### src/rtl/spw_pkg.sv
package spw_pkg;
    typedef enum logic [2:0] {
        ST_IDLE,
        ST_RECOV,
        ST_CMD,
        ST_WDATA,
        ST_TURN,
        ST_SEND
    } spw_state_t;
endpackage

### src/rtl/spw_line_filter.sv
module spw_line_filter #(
    parameter int GLITCH_CYC = 3
) (
    input  logic clk,
    input  logic rst_n,
    input  logic line_raw,
    output logic line_clean
);
    localparam int CW = $clog2(GLITCH_CYC + 1);

    logic [1:0]    sync_d, sync_q;
    logic          clean_d, clean_q;
    logic [CW-1:0] cnt_d, cnt_q;

    always_comb begin
        sync_d  = {sync_q[0], line_raw};
        clean_d = clean_q;
        cnt_d   = '0;
        if (sync_q[1] != clean_q) begin
            if (cnt_q == CW'(GLITCH_CYC - 1)) begin
                clean_d = sync_q[1];
            end else begin
                cnt_d = cnt_q + 1'b1;
            end
        end
    end

    always_ff @(posedge clk or negedge rst_n) begin
        if (!rst_n) begin
            sync_q  <= 2'b11;
            clean_q <= 1'b1;
            cnt_q   <= '0;
        end else begin
            sync_q  <= sync_d;
            clean_q <= clean_d;
            cnt_q   <= cnt_d;
        end
    end

    assign line_clean = clean_q;
endmodule

### src/rtl/spw_low_timer.sv
module spw_low_timer #(
    parameter int RESET_CYC = 1000,
    parameter int CNT_W     = $clog2(RESET_CYC + 1)
) (
    input  logic             clk,
    input  logic             rst_n,
    input  logic             line_clean,
    output logic             rise,
    output logic             fall,
    output logic [CNT_W-1:0] low_width,
    output logic             hold_reset
);
    logic             prev_d, prev_q;
    logic [CNT_W-1:0] low_d, low_q;

    always_comb begin
        prev_d = line_clean;
        if (line_clean) begin
            low_d = '0;
        end else if (low_q != CNT_W'(RESET_CYC)) begin
            low_d = low_q + 1'b1;
        end else begin
            low_d = low_q;
        end
    end

    always_ff @(posedge clk or negedge rst_n) begin
        if (!rst_n) begin
            prev_q <= 1'b1;
            low_q  <= '0;
        end else begin
            prev_q <= prev_d;
            low_q  <= low_d;
        end
    end

    assign rise       = line_clean & ~prev_q;
    assign fall       = ~line_clean & prev_q;
    assign low_width  = low_q;
    assign hold_reset = ~line_clean && (low_q == CNT_W'(RESET_CYC - 1));
endmodule

### src/rtl/spw_slave.sv
module spw_slave
    import spw_pkg::*;
#(
    parameter int CLK_PER_US   = 8,
    parameter int GLITCH_CYC   = 3,
    parameter int SAMPLE_US    = 68,
    parameter int HOST0_MAX_US = 145,
    parameter int RECOV_US     = 40,
    parameter int RESP_US      = 200,
    parameter int SLOT_US      = 205,
    parameter int SEND1_US     = 40,
    parameter int SEND0_US     = 110,
    parameter int RESET_US     = 1800000
) (
    input  logic       clk,
    input  logic       rst_n,
    input  logic       line_in,
    output logic       line_drive_low,
    output logic [6:0] reg_addr,
    output logic [7:0] reg_wdata,
    output logic       reg_we,
    input  logic [7:0] reg_rdata,
    output logic       line_reset
);
    localparam int SAMPLE_CYC = SAMPLE_US * CLK_PER_US;
    localparam int HOST0_CYC  = HOST0_MAX_US * CLK_PER_US;
    localparam int RECOV_CYC  = RECOV_US * CLK_PER_US;
    localparam int RESP_CYC   = RESP_US * CLK_PER_US;
    localparam int SLOT_CYC   = SLOT_US * CLK_PER_US;
    localparam int SEND1_CYC  = SEND1_US * CLK_PER_US;
    localparam int SEND0_CYC  = SEND0_US * CLK_PER_US;
    localparam int RESET_CYC  = RESET_US * CLK_PER_US;
    localparam int CNT_W      = $clog2(RESET_CYC + 1);
    localparam int TMR_A      = (RESP_CYC > SLOT_CYC) ? RESP_CYC : SLOT_CYC;
    localparam int TMR_MAX    = (TMR_A > RECOV_CYC) ? TMR_A : RECOV_CYC;
    localparam int TMR_W      = $clog2(TMR_MAX + 1);

    typedef struct packed {
        spw_state_t        state;
        logic [2:0]        bit_idx;
        logic [7:0]        shreg;
        logic [TMR_W-1:0]  tmr;
        logic [6:0]        addr;
        logic [7:0]        wdata;
        logic              we;
        logic              drive;
        logic              lreset;
    } regs_t;

    regs_t cur_q, nxt_d;

    logic             line_clean;
    logic             rise, fall, hold_reset;
    logic [CNT_W-1:0] low_width;
    logic             bit_val, long_low, sat_low;
    logic [7:0]       byte_full;
    logic [TMR_W-1:0] low_len;
    spw_state_t       state_q;

    spw_line_filter #(.GLITCH_CYC(GLITCH_CYC)) u_filt (
        .clk       (clk),
        .rst_n     (rst_n),
        .line_raw  (line_in),
        .line_clean(line_clean)
    );

    spw_low_timer #(.RESET_CYC(RESET_CYC), .CNT_W(CNT_W)) u_low (
        .clk       (clk),
        .rst_n     (rst_n),
        .line_clean(line_clean),
        .rise      (rise),
        .fall      (fall),
        .low_width (low_width),
        .hold_reset(hold_reset)
    );

    always_comb begin
        bit_val   = (low_width < CNT_W'(SAMPLE_CYC));
        sat_low   = rise && (low_width == CNT_W'(RESET_CYC));
        long_low  = rise && (low_width > CNT_W'(HOST0_CYC));
        byte_full = {bit_val, cur_q.shreg[7:1]};
        low_len   = cur_q.shreg[0] ? TMR_W'(SEND1_CYC) : TMR_W'(SEND0_CYC);

        nxt_d        = cur_q;
        nxt_d.we     = 1'b0;
        nxt_d.lreset = 1'b0;

        unique case (cur_q.state)
            ST_IDLE: ;
            ST_RECOV: begin
                if (fall) begin
                    nxt_d.state = ST_IDLE;
                end else if (cur_q.tmr == TMR_W'(RECOV_CYC - 1)) begin
                    nxt_d.state   = ST_CMD;
                    nxt_d.bit_idx = '0;
                end else begin
                    nxt_d.tmr = cur_q.tmr + 1'b1;
                end
            end
            ST_CMD: begin
                if (rise) begin
                    nxt_d.shreg   = byte_full;
                    nxt_d.bit_idx = cur_q.bit_idx + 1'b1;
                    if (cur_q.bit_idx == 3'd7) begin
                        nxt_d.addr    = byte_full[6:0];
                        nxt_d.bit_idx = '0;
                        nxt_d.tmr     = '0;
                        nxt_d.state   = byte_full[7] ? ST_WDATA : ST_TURN;
                    end
                end
            end
            ST_WDATA: begin
                if (rise) begin
                    nxt_d.shreg   = byte_full;
                    nxt_d.bit_idx = cur_q.bit_idx + 1'b1;
                    if (cur_q.bit_idx == 3'd7) begin
                        nxt_d.wdata = byte_full;
                        nxt_d.we    = 1'b1;
                        nxt_d.state = ST_IDLE;
                    end
                end
            end
            ST_TURN: begin
                if (cur_q.tmr == TMR_W'(RESP_CYC - 1)) begin
                    nxt_d.state   = ST_SEND;
                    nxt_d.shreg   = reg_rdata;
                    nxt_d.bit_idx = '0;
                    nxt_d.tmr     = '0;
                    nxt_d.drive   = 1'b1;
                end else begin
                    nxt_d.tmr = cur_q.tmr + 1'b1;
                end
            end
            ST_SEND: begin
                nxt_d.tmr = cur_q.tmr + 1'b1;
                if (cur_q.tmr == low_len - 1'b1) begin
                    nxt_d.drive = 1'b0;
                end
                if (cur_q.tmr == TMR_W'(SLOT_CYC - 1)) begin
                    nxt_d.tmr = '0;
                    if (cur_q.bit_idx == 3'd7) begin
                        nxt_d.state = ST_IDLE;
                        nxt_d.drive = 1'b0;
                    end else begin
                        nxt_d.bit_idx = cur_q.bit_idx + 1'b1;
                        nxt_d.shreg   = {1'b0, cur_q.shreg[7:1]};
                        nxt_d.drive   = 1'b1;
                    end
                end
            end
            default: nxt_d.state = ST_IDLE;
        endcase

        // Line-level events take priority over the sequence above
        if (hold_reset) begin
            nxt_d.state  = ST_IDLE;
            nxt_d.lreset = 1'b1;
            nxt_d.drive  = 1'b0;
            nxt_d.we     = 1'b0;
        end else if (sat_low) begin
            nxt_d.state = ST_IDLE;
            nxt_d.drive = 1'b0;
        end else if (long_low) begin
            nxt_d.state   = ST_RECOV;
            nxt_d.tmr     = '0;
            nxt_d.bit_idx = '0;
            nxt_d.drive   = 1'b0;
            nxt_d.we      = 1'b0;
        end
    end

    always_ff @(posedge clk or negedge rst_n) begin
        if (!rst_n) begin
            cur_q <= '{state: ST_IDLE, bit_idx: '0, shreg: '0, tmr: '0,
                       addr: '0, wdata: '0, we: 1'b0, drive: 1'b0, lreset: 1'b0};
        end else begin
            cur_q <= nxt_d;
        end
    end

    assign state_q        = cur_q.state;
    assign line_drive_low = cur_q.drive;
    assign reg_addr       = cur_q.addr;
    assign reg_wdata      = cur_q.wdata;
    assign reg_we         = cur_q.we;
    assign line_reset     = cur_q.lreset;
endmodule

### config.mk
export PLATFORM = sky130hd
export DESIGN_NAME = spw_slave
export DESIGN_NICKNAME = d
export VERILOG_FILES = /design/src/rtl/spw_pkg.sv /design/src/rtl/spw_line_filter.sv /design/src/rtl/spw_low_timer.sv /design/src/rtl/spw_slave.sv
export SDC_FILE = /design/constraint.sdc
export NUM_CORES = 1
export LEC_CHECK = 0
export BUFFER_PORTS_ARGS = -buffer_cell sky130_fd_sc_hd__buf_2
export CORE_MARGIN = 10
export CORE_UTILIZATION = 49
export DETAILED_ROUTE_END_ITERATION = 6
export PLACE_DENSITY = 0.67
export RECOVER_POWER = 25
export REMOVE_ABC_BUFFERS = 1
export SLEW_MARGIN = 30
export SYNTH_ARGS = -nofsm -noshare
export SYNTH_HDL_FRONTEND = slang
export SYNTH_SLANG_ARGS = --single-unit
### constraint.sdc
create_clock -name clk -period 2.56 [get_ports clk]
set_input_delay 0.512 -clock clk [delete_from_list [all_inputs] [get_ports clk]]
set_output_delay 0.512 -clock clk [all_outputs]
set_load 0.01 [all_outputs]
==> impl_metrics.toml <==
[clock_tree]
clk_latency_ps = 340
numCtsBuffers = 9
cts_tree = "built"
cts_root_buffer = "clkbuf_8"
cts.reportedPaths.clkPinSlew_ps = 80
cts_setup_buffers = 0
ctsHoldBuffers = 0
clkSinkCount = 73
htreeDepth = 3
clockBufferDepth = 2

[floorplanning]
io_pins = 29
num_rows = 33
design.core.area_um2 = 8299
initial_core_util_pct = 50.97
die_area_um2 = 12750
die_h_um = 112.9
die_w_um = 112.9

[grt]
groute.usage.overall_pct = 15.33
grt_max_degree = 44
grt_pass1_wl_mm = 16.74
antenna_found_initial = 0
overflow = 0
grt_pass1_vias = 3311

[layout]
final_util_pct = 55.66
drive_gt1_share_pct = 19.25
areaGrowthSynthToFinish_pct = 9.198
final_common_cell = "dfrtp_1"
layout_common_cells = "69 x dfrtp_1, 46 x nor2_1, 37 x nand2_1, 27 x buf_2, 21 x o21ai_0"
final_cell_area_um2 = 4619
nets = 492
antenna_cells = 0
final_cells = 583

[worst_setup_path]
critPathMaxStageDelay_ps = 570
critPathTopFamily = "simple AND/OR/NAND/NOR gates"
r2r_end = "cur_q[21]"
cp_cell_sequence = "or4_4 > nor3_2 > nand4_2 > and3_4 > o21bai_4 > a311oi_1"
path_class = "flip-flop to flip-flop"
critPathMaxFanout = 13
regToRegStartpoint = "u_low.low_width[8]"
slowest_stage = "or4_4"
cp.arrival_ps = 2630
required_ps = 2800
end_kind = "flip-flop"
startpoint_type = "flip-flop"
r2r_setup_slack_ps = 170
path_buf_inv = 0
reg2regPathDepth = 6

[drt]
drcViolationCount = 0
viasPerCell = 5.959
wirelength_mm = 9.814
dr.pass1.iters = 6
post_drt_wl_per_cell_um = 16.83
ant_nets = 0
via_count = 3474
first_iter_violations = 212

[placement]
pre_cts_slack_ps = 67.96
hpwl_mm = 7.052
dp.cells = 567
placed_area_um2 = 4414
port_buffers = 28
gp_congestion = 0.9070

[synthesis]
synth_edf_count = 0
synth_cell_types = 62
synth-seq-cells = 73
netlist_area_um2 = 4230
ys_warn_count = 0
syn_avg_cell_area_um2 = 9.257
async_flop_share_pct = 100.0
synthCells = 457
synth-seq-area-share_pct = 43.30
ys.flop_type = "dfrtp_1"

[sta]
fin_skew_ps = 11.28
setup_violations = 0
holdWs_ps = 267.7
maxSlewViolCount = 0
period_needed_ps = 2393
period_share_pct = 93.50
final_hold_viol_count = 0
fmax_mhz = 417.8
worst_pin_slew_ps = 1085
final.setup.worst_slack_ps = 166.5
slew-limit-headroom_pct = 27.64
setup-tns-final_ps = 0

[pwr]
finalPower_mw = 2.557
ir_worst_vdd_v = 0.0004772
p_leak_nw = 2.071
p_per_area_nw_per_um2 = 553.5

[job]
max-cap-violations = 0

[outcome]
status = "complete, no violations"

[worst_hold_path]
hold_depth = 1
worstHoldEndpoint = "u_filt.sync_q[0]"
hold_path.class = "input port to flip-flop"
holdCritStartpoint = "line_in"
==> registers in the layout, indices dropped and copies added (netlist names) <==
name and cells:
u_low.prev_q 1, reg_addr 7, u_filt.line_clean 1, cur_q 15
u_low.low_width 24, line_reset 1, reg_we 1, u_filt.sync_q 2
state_q 3, u_filt.cnt_q 2, byte_full 7, line_drive_low 1
reg_wdata 8
==> logic make-up (layout without fill, tap and decap cells) <==
logic type,count (synthesis),count (layout),synth area share (%)
AOI/OAI and AO/OA,91,91,14.20
buffers and inverters,50,71,6.034
adders and majority gates,8,8,2.366
DFF,73,73,43.30
muxes,17,17,4.496
and+or+nand+nor,192,192,24.22
xor gates and xnor gates,26,26,5.383
==> worst max-delay path by stage <==
stage / start / endpoint / cells after the start
2_1_floorplan: u_filt.line_clean / reg_wdata[0] / 4
3_3_place_gp: cur_q[18] / cur_q[24] / 7
3_5_place_dp: cur_q[18] / cur_q[24] / 7
4_1_cts: cur_q[18] / cur_q[24] / 7
5_1_grt: cur_q[18] / byte_full[2] / 7
6_report: u_low.low_width[8] / cur_q[21] / 6
==> worst register-to-register path: stages (launching register included) <==
cell      delay (ps)
dfrtp_1          450
or4_4            570
nor3_2           220
nand4_2          240
and3_4           340
o21bai_4         210
a311oi_1         270
==> power by group <==
part | switching (mW) | internal [mW] | total [mW]
Clock | 0.444 | 0.430 | 0.874
Combinational | 0.237 | 0.159 | 0.395
Sequential | 0.0665 | 1.22 | 1.29
Total | 0.747 | 1.81 | 2.56
==> synthesized netlist by cell type, types with 6 or more instances <==
library cell,number,share of area (%)
clkbuf_1,20,1.8
and3_1,12,1.8
a21oi_1,15,1.8
mux2_2,16,4.3
a22oi_1,10,1.8
inv_1,10,0.89
a31oi_1,8,1.2
nor2b_1,10,1.5
buf_4,15,2.7
nand2_1,37,3.3
dfrtp_1,69,41
nor4_1,6,0.89
nand4_1,14,2.1
nor3_1,13,1.5
xnor2_1,10,2.1
o21ai_0,21,2.5
nor2_1,46,4.1
nand3_1,20,2.4
ha_1,8,2.4
xor2_1,16,3.3
nand2b_1,7,1.0
==> cell type report <==
cell class	count	area [um2]
clock inverters	4	26.28
clock buffers	12	165.2
fillers	750	3680
repair buffers	45	267.8
inverters	10	37.54
flip-flops and latches	73	1832
multi-input cells	334	2160
well taps	105	131.4
==> per-layer routing <==
metal  wire (um)  vias to the layer above  track usage (%)
li1            -                     1659                -
met1        4727                     1686            21.70
met2        4408                      114            22.58
met3         550                       15            3.117
met4         127                        0            5.245
met5           0                        -                0
==> repair_timing <==
item	4_1_cts	5_1_grt
setup endpoints to repair	0	11
gates resized for setup	0	1
hold endpoints to repair	0	0
No activity file was read; power rests on OpenSTA's default activity.
